## src/rtl/hbd_pkg.sv

```systemverilog
package hbd_pkg;

   localparam int HDR_BYTES = 6;
   localparam int HDR_BITS  = 8 * HDR_BYTES;

   typedef enum logic [1:0] {
      PH_CMD  = 2'd0,
      PH_LAT  = 2'd1,
      PH_DATA = 2'd2
   } phase_t;

   typedef struct packed {
      logic        rd;
      logic        regsp;
      logic        linear;
      logic [31:0] waddr;
   } hdr_t;

   function automatic hdr_t hdr_decode(input logic [HDR_BITS-1:0] h);
      hdr_t d;
      d.rd     = h[47];
      d.regsp  = h[46];
      d.linear = h[45];
      d.waddr  = {h[44:16], h[2:0]};
      return d;
   endfunction

endpackage

```

## src/rtl/hbd_ca_shift.sv

```systemverilog
module hbd_ca_shift #(
   parameter int BYTES = 6
) (
   input  logic               clk,
   input  logic               rst_n,
   input  logic               clr,
   input  logic               en,
   input  logic [7:0]         din,
   output logic [8*BYTES-1:0] hdr
);
   localparam int BITS = 8 * BYTES;

   logic [BITS-1:0] sh_q;

   always_ff @(posedge clk or negedge rst_n) begin
      if (!rst_n) begin
         sh_q <= '0;
      end else if (clr) begin
         sh_q <= '0;
      end else if (en) begin
         sh_q <= {sh_q[BITS-9:0], din};
      end
   end

   assign hdr = sh_q;
endmodule

```

## src/rtl/hbd_addr_seq.sv

```systemverilog
module hbd_addr_seq #(
   parameter int ADDR_W = 8,
   parameter int WRAP_W = 4
) (
   input  logic              clk,
   input  logic              rst_n,
   input  logic              ld,
   input  logic [ADDR_W-1:0] start,
   input  logic              linear,
   input  logic              adv,
   output logic [ADDR_W-1:0] addr
);
   logic [ADDR_W-1:0] addr_q;
   logic [ADDR_W-1:0] lin_next;
   logic [ADDR_W-1:0] wrap_next;

   assign lin_next = addr_q + ADDR_W'(1);

   generate
      if (WRAP_W < ADDR_W) begin : g_group
         assign wrap_next = {addr_q[ADDR_W-1:WRAP_W], addr_q[WRAP_W-1:0] + WRAP_W'(1)};
      end else begin : g_whole
         assign wrap_next = lin_next;
      end
   endgenerate

   always_ff @(posedge clk or negedge rst_n) begin
      if (!rst_n) begin
         addr_q <= '0;
      end else if (ld) begin
         addr_q <= start;
      end else if (adv) begin
         addr_q <= linear ? lin_next : wrap_next;
      end
   end

   assign addr = addr_q;
endmodule

```

## src/rtl/hbd_word_mem.sv

```systemverilog
module hbd_word_mem #(
   parameter int ADDR_W = 8,
   parameter int DW     = 16
) (
   input  logic              clk,
   input  logic              we,
   input  logic [ADDR_W-1:0] addr,
   input  logic [DW-1:0]     wdata,
   output logic [DW-1:0]     rdata
);
   localparam int DEPTH = 1 << ADDR_W;

   logic [DW-1:0] cells [DEPTH];

   always_ff @(posedge clk) begin
      if (we) begin
         cells[addr] <= wdata;
      end
   end

   assign rdata = cells[addr];
endmodule

```

## src/rtl/hbd_target.sv

```systemverilog
module hbd_target #(
   parameter int          ADDR_W     = 8,
   parameter int          LAT        = 6,
   parameter int          WRAP_WORDS = 16,
   parameter logic [15:0] FILL       = 16'hC3A5
) (
   input  logic       clk,
   input  logic       rst_n,
   input  logic       bus_cs_n,
   input  logic       bus_ck,
   input  logic [7:0] bus_dq_in,
   output logic [7:0] bus_dq_out,
   output logic       bus_dq_oe,
   output logic       bus_rds
);
   import hbd_pkg::*;

   localparam int WRAP_W    = $clog2(WRAP_WORDS);
   localparam int LAT_EDGES = 2 * LAT;
   localparam int LCW       = $clog2(LAT_EDGES + 1);
   localparam int IW        = $clog2(HDR_BYTES);

   generate
      if (LAT < 3 || LAT > 16) begin : g_bad_lat
         $error("hbd_target: LAT must lie in 3..16");
      end
      if (WRAP_WORDS < 2 || (1 << WRAP_W) != WRAP_WORDS || WRAP_W > ADDR_W) begin : g_bad_wrap
         $error("hbd_target: WRAP_WORDS must be a power of two between 2 and the array depth");
      end
      if (ADDR_W < 4 || ADDR_W > 31) begin : g_bad_addr
         $error("hbd_target: ADDR_W must lie in 4..31");
      end
   endgenerate

   logic              ck_q;
   logic              ck_edge;
   phase_t            phase_q;
   logic [IW-1:0]     byte_idx;
   logic [LCW-1:0]    lat_cnt;
   logic              half_q;
   logic [7:0]        hi_hold;
   logic [7:0]        lo_hold;
   logic [HDR_BITS-1:0] hdr48;
   hdr_t              dec;
   logic [15:0]       mem_rdata;
   logic [15:0]       rd_word;
   logic [ADDR_W-1:0] seq_addr;
   logic              seq_ld;
   logic              seq_adv;
   logic              mem_we;
   logic              in_cmd;
   logic              in_data;
   logic              unused_bits;

   assign ck_edge = !bus_cs_n && (bus_ck ^ ck_q);
   assign in_cmd  = (phase_q == PH_CMD);
   assign in_data = (phase_q == PH_DATA);
   assign dec     = hdr_decode(hdr48);
   assign rd_word = dec.regsp ? FILL : mem_rdata;
   assign seq_ld  = (phase_q == PH_LAT);
   assign seq_adv = ck_edge && in_data && half_q;
   assign mem_we  = seq_adv && !dec.rd && !dec.regsp;

   assign unused_bits = ^{hdr48[15:3], dec.waddr[31:ADDR_W]};

   hbd_ca_shift #(
      .BYTES (HDR_BYTES)
   ) u_ca_shift (
      .clk   (clk),
      .rst_n (rst_n),
      .clr   (bus_cs_n),
      .en    (ck_edge && in_cmd),
      .din   (bus_dq_in),
      .hdr   (hdr48)
   );

   hbd_addr_seq #(
      .ADDR_W (ADDR_W),
      .WRAP_W (WRAP_W)
   ) u_addr_seq (
      .clk    (clk),
      .rst_n  (rst_n),
      .ld     (seq_ld),
      .start  (dec.waddr[ADDR_W-1:0]),
      .linear (dec.linear),
      .adv    (seq_adv),
      .addr   (seq_addr)
   );

   hbd_word_mem #(
      .ADDR_W (ADDR_W),
      .DW     (16)
   ) u_word_mem (
      .clk   (clk),
      .we    (mem_we),
      .addr  (seq_addr),
      .wdata ({hi_hold, bus_dq_in}),
      .rdata (mem_rdata)
   );

   always_ff @(posedge clk or negedge rst_n) begin
      if (!rst_n) begin
         ck_q       <= 1'b0;
         phase_q    <= PH_CMD;
         byte_idx   <= '0;
         lat_cnt    <= '0;
         half_q     <= 1'b0;
         hi_hold    <= '0;
         lo_hold    <= '0;
         bus_rds    <= 1'b0;
         bus_dq_oe  <= 1'b0;
         bus_dq_out <= '0;
      end else begin
         ck_q <= bus_ck;
         if (bus_cs_n) begin
            phase_q    <= PH_CMD;
            byte_idx   <= '0;
            lat_cnt    <= '0;
            half_q     <= 1'b0;
            bus_rds    <= 1'b0;
            bus_dq_oe  <= 1'b0;
            bus_dq_out <= '0;
         end else if (ck_edge) begin
            unique case (phase_q)
               PH_CMD: begin
                  if (byte_idx == IW'(HDR_BYTES - 1)) begin
                     phase_q <= PH_LAT;
                     lat_cnt <= '0;
                  end else begin
                     byte_idx <= byte_idx + IW'(1);
                  end
               end
               PH_LAT: begin
                  if (lat_cnt == LCW'(LAT_EDGES - 1)) begin
                     phase_q <= PH_DATA;
                     half_q  <= 1'b0;
                  end else begin
                     lat_cnt <= lat_cnt + LCW'(1);
                  end
               end
               PH_DATA: begin
                  if (!half_q) begin
                     half_q  <= 1'b1;
                     hi_hold <= bus_dq_in;
                     if (dec.rd) begin
                        bus_dq_out <= rd_word[15:8];
                        lo_hold    <= rd_word[7:0];
                        bus_rds    <= 1'b1;
                        bus_dq_oe  <= 1'b1;
                     end
                  end else begin
                     half_q <= 1'b0;
                     if (dec.rd) begin
                        bus_dq_out <= lo_hold;
                        bus_rds    <= 1'b0;
                     end
                  end
               end
               default: phase_q <= PH_CMD;
            endcase
         end
      end
   end

endmodule

```

## config.mk

```make
export PLATFORM = sky130hd
export DESIGN_NAME = hbd_target
export DESIGN_NICKNAME = d
export VERILOG_FILES = /design/src/rtl/hbd_pkg.sv /design/src/rtl/hbd_ca_shift.sv /design/src/rtl/hbd_addr_seq.sv /design/src/rtl/hbd_word_mem.sv /design/src/rtl/hbd_target.sv
export SDC_FILE = /design/constraint.sdc
export NUM_CORES = 2
export LEC_CHECK = 0
export BUFFER_PORTS_ARGS = -buffer_cell sky130_fd_sc_hd__buf_2
export CAP_MARGIN = 15
export CORE_ASPECT_RATIO = 0.9
export CORE_UTILIZATION = 30
export DETAILED_ROUTE_END_ITERATION = 16
export GPL_ROUTABILITY_DRIVEN = 0
export PLACE_DENSITY = 0.49
export SETUP_SLACK_MARGIN = 0.05
export SYNTH_ARGS = -nofsm -noshare
export SYNTH_HDL_FRONTEND = slang
export SYNTH_SLANG_ARGS = --single-unit
```

## constraint.sdc

```tcl
create_clock -name clk -period 4.5 [get_ports clk]
set_input_delay 0.225 -clock clk [delete_from_list [all_inputs] [get_ports clk]]
set_output_delay 0.225 -clock clk [all_outputs]
set_load 0.05 [all_outputs]
```

==> flow_metrics.py <==
metrics = {
    "place": {
        "dpl.cell_count": 14494,
        "placed_cell_area_um2": 175100,
        "io_buffers": 21,
        "hpwl_um": 315200,
    },
    "sta": {
        "fin_ws_ns": -0.02999,
        "setup_viol": 1,
        "fin_crit_sh_pct": 100.7,
        "report.final.slew_viol_count": 0,
        "timing.fmax_mhz": 220.8,
        "hold_violations": 0,
        "worst_pin_slew_ns": 1.313,
        "min_period_ns": 4.530,
        "finClkSkew_ns": 0.09265,
        "rsz0062_at_grt": "no",
        "relSlewSlack_pct": 12.28,
    },
    "clock_tree": {
        "clk_pin_slew_worst_paths_ns": 0.07,
        "insertion_delay_ns": 1.04,
        "cts_root_buf": "clkbuf_16",
        "htreeDepth": 5,
        "cts_tree": "yes",
        "cts_sinks": 4174,
        "numCtsBuffers": 419,
        "cts_max_path_buffers": 4,
    },
    "critical_path": {
        "crit_fanout": 9,
        "critical_path_required_ns": 5.34,
        "critPathLaunchType": "register",
        "critical_path_class": "register to register",
        "crit_path_end_kind": "register",
        "worstPathArrival_ns": 5.37,
    },
    "detailed_routing": {
        "drc_errors": 0,
        "drt-total-wl_um": 506200,
        "drtIter0Drc": 10385,
        "firstDrtPassIters": 6,
        "antenna_left": 0,
        "routedWlPerCell_um": 33.12,
        "via_per_inst": 5.246,
        "num_vias": 80190,
    },
    "logic_synthesis": {
        "synthTopCellsByArea": "edfxtp_1 77%, mux4_2 15%, dfrtp_1 1.2%, a22oi_1 0.87%, nor2_1 0.72%",
        "synth_cells": 7107,
        "avgSynthCellArea_um2": 22.51,
        "yosysTopAreaCell": "edfxtp_1",
        "yosys.cell_types.count": 70,
        "synthArstFlopShare_pct": 1.869,
        "synthesis.nets": 7126,
        "ys_warn_count": 0,
        "yosysTopAreaCellShare_pct": 76.87,
        "syn_area_um2": 160000,
        "synthFlopType": "edfxtp_1",
        "synth_edf_count": 4096,
        "synthTopCellsByCount": "4096 x edfxtp_1, 1090 x mux4_2, 307 x nor2_1",
        "ys_seq_area_share_pct": 78.09,
        "yosysMostFrequentCell": "edfxtp_1",
        "synth-seq-cells": 4174,
    },
    "global_routing": {
        "grt_overflow": 0,
        "grt_max_degree": 169,
        "antenna_found_initial": 50,
        "grtUsageTotal_pct": 18.51,
        "grt_pass1_vias": 80611,
        "grt_pass1_wl_um": 689600,
    },
    "pwr": {
        "pwr-share-seq_pct": 43.6,
        "combPwrFrac_pct": 21.2,
        "power_mw": 97.72,
        "power.share.clock_pct": 35.2,
        "p_per_area_nw_per_um2": 517.9,
        "ir_worst_vdd_mv": 0.3431,
        "p_int_mw": 69.21,
        "p_switching_mw": 28.51,
        "switching_share_pct": 29.17,
        "p_leak_nw": 52.88,
    },
    "die": {
        "core_area_um2": 531400,
        "num_rows": 254,
        "start_util_pct": 30.11,
        "io_pins": 22,
        "die-area_um2": 536300,
        "die_h_um": 694.8,
        "die_x_um": 771.8,
    },
    "status": {
        "status": "finished with violations",
        "violations": "negative setup slack",
    },
    "finish": {
        "nets": 7914,
        "nFillCells": 48758,
        "stdcell_count": 15286,
        "drive_gt1_share_pct": 32.86,
        "syn2layout_area_growth_pct": 17.91,
        "finalInstanceArea_um2": 188700,
    },
    "job": {
        "cap_violations": 0,
    },
    "worst_hold_path": {
        "hp-class": "primary input to register",
    },
}
[sequential cells by signal, indices dropped and copies added (netlist names)]
| signal | flops |
|---|---|
| u_word_mem.cells | 4096 |
| bus_rds | 1 |
| u_addr_seq.addr | 8 |
| bus_dq_oe | 1 |
| half_q | 1 |
| phase_q | 2 |
| lo_hold | 8 |
| ck_q | 1 |
| lat_cnt | 4 |
| hi_hold | 8 |
| byte_idx | 3 |
| bus_dq_out | 8 |
| u_ca_shift.hdr | 33 |
[power groups by stage]
stage | logic (mW) | clock network (mW) | registers (mW)
2_1_floorplan | 11.3 | 0 | 43.2
3_3_place_gp | 20.6 | 0 | 43.5
3_5_place_dp | 20.7 | 0 | 43.5
4_1_cts | 20.8 | 35.0 | 42.6
5_1_grt | 21.5 | 36.4 | 42.6
6_report | 20.7 | 34.4 | 42.6
[placed cells by master, fill, tap and decap left out, types with 13 or more instances in the layout]
| cell | instances |
|---|---|
| a21oi_1 | 125 |
| a221oi_1 | 15 |
| a22o_1 | 30 |
| a22oi_1 | 186 |
| a31oi_1 | 14 |
| a32oi_1 | 17 |
| buf_12 | 162 |
| buf_2 | 13 |
| buf_4 | 574 |
| bufinv_16 | 30 |
| clkbuf_1 | 86 |
| clkbuf_16 | 419 |
| clkinv_1 | 90 |
| clkinv_16 | 13 |
| clkinv_2 | 76 |
| clkinvlp_4 | 15 |
| dfrtp_1 | 63 |
| diode_2 | 13 |
| dlygate4sd3_1 | 13 |
| edfxtp_1 | 4096 |
| mux2_2 | 15 |
| mux2i_1 | 112 |
| mux4_2 | 1090 |
| nand2_1 | 235 |
| nand2_2 | 17 |
| nand3_1 | 51 |
| nand4_1 | 25 |
| nor2_1 | 108 |
| nor2_2 | 194 |
| nor3_1 | 35 |
| o21ai_0 | 45 |
| o22ai_1 | 40 |
[kinds of logic after synthesis]
kind of cell / count (synthesis) / synth area share (%)
and+or+nand+nor: 739 / 1.963
xor gates and xnor gates: 10 / 0.05474
AOI/OAI and AO/OA: 542 / 2.313
buffers and inverters: 418 / 1.376
adders and majority gates: 7 / 0.05474
muxes: 1217 / 16.15
DFF: 4174 / 78.09
[per-layer routing]
metal | share of wire [%] | vias up | global-route usage, % | wire length, µm
met5 | 0.011 | - | 0 | 54
met4 | 3.2 | 8 | 5.354 | 15980
met3 | 9.4 | 680 | 5.111 | 47440
met2 | 45 | 3571 | 28.30 | 229300
met1 | 42 | 44138 | 25.88 | 213500
li1 | - | 31793 | - | -
[critical path, cell delays in order, from the launching register on]
cell and delay, ns:
dfrtp_1 0.48, nor2b_1 0.25, buf_4 0.16, nand3_1 0.82, or3_1 0.96, nand2_1 0.34
nand4_1 0.15, nor4_1 0.92, a32oi_1 0.21
[cell type report]
cell class              count  area, µm²  share of cell area [%]
diodes                     13      32.53                 0.01724
clock buffers             512      10900                   5.780
clock inverters           247       2407                   1.276
inverters                  12      52.55                 0.02785
multi-input cells        2515      33510                   17.76
flip-flops and latches   4174     125000                   66.25
well taps                7040       8808                   4.669
repair buffers            773       7948                   4.213
[final timing paths]
kind,end,slack (ns),cells after the start,start
setup / recovery,lo_hold[6],-0.03,8,phase_q[1]
hold / removal,u_ca_shift.hdr[4],0.30,4,bus_dq_in[4]
setup reg to reg,lo_hold[6],-0.03,8,phase_q[1]
hold reg to reg,u_ca_shift.hdr[37],0.49,2,u_ca_shift.hdr[29]
max in group asynchronous,u_addr_seq.addr[2],3.61,4,rst_n
min in group asynchronous,lat_cnt[2],0.37,4,rst_n
[stage by stage]
step	util [%]	setup WS (ns)	hold slack [ns]	TNS [ns]
final	35.51	-0.02999	0.2956	-0.02999
after global routing	35.50	0.07229	0.3080	0
after CTS	35.49	0.1086	0.2109	0
after detailed placement	32.95	-0.2781	0.3575	-0.3595
after global placement	32.94	-0.5188	0.3501	-1.038
after floorplan	-	0.5164	-0.07059	0
[what timing repair did]
action,4_1_cts,5_1_grt
endpoints found under the setup margin,4,2
gates resized for setup,0,2
setup buffers,5,0
hold endpoints to repair,794,0
hold buffers,14,0
No activity file was read; power rests on OpenSTA's default activity.
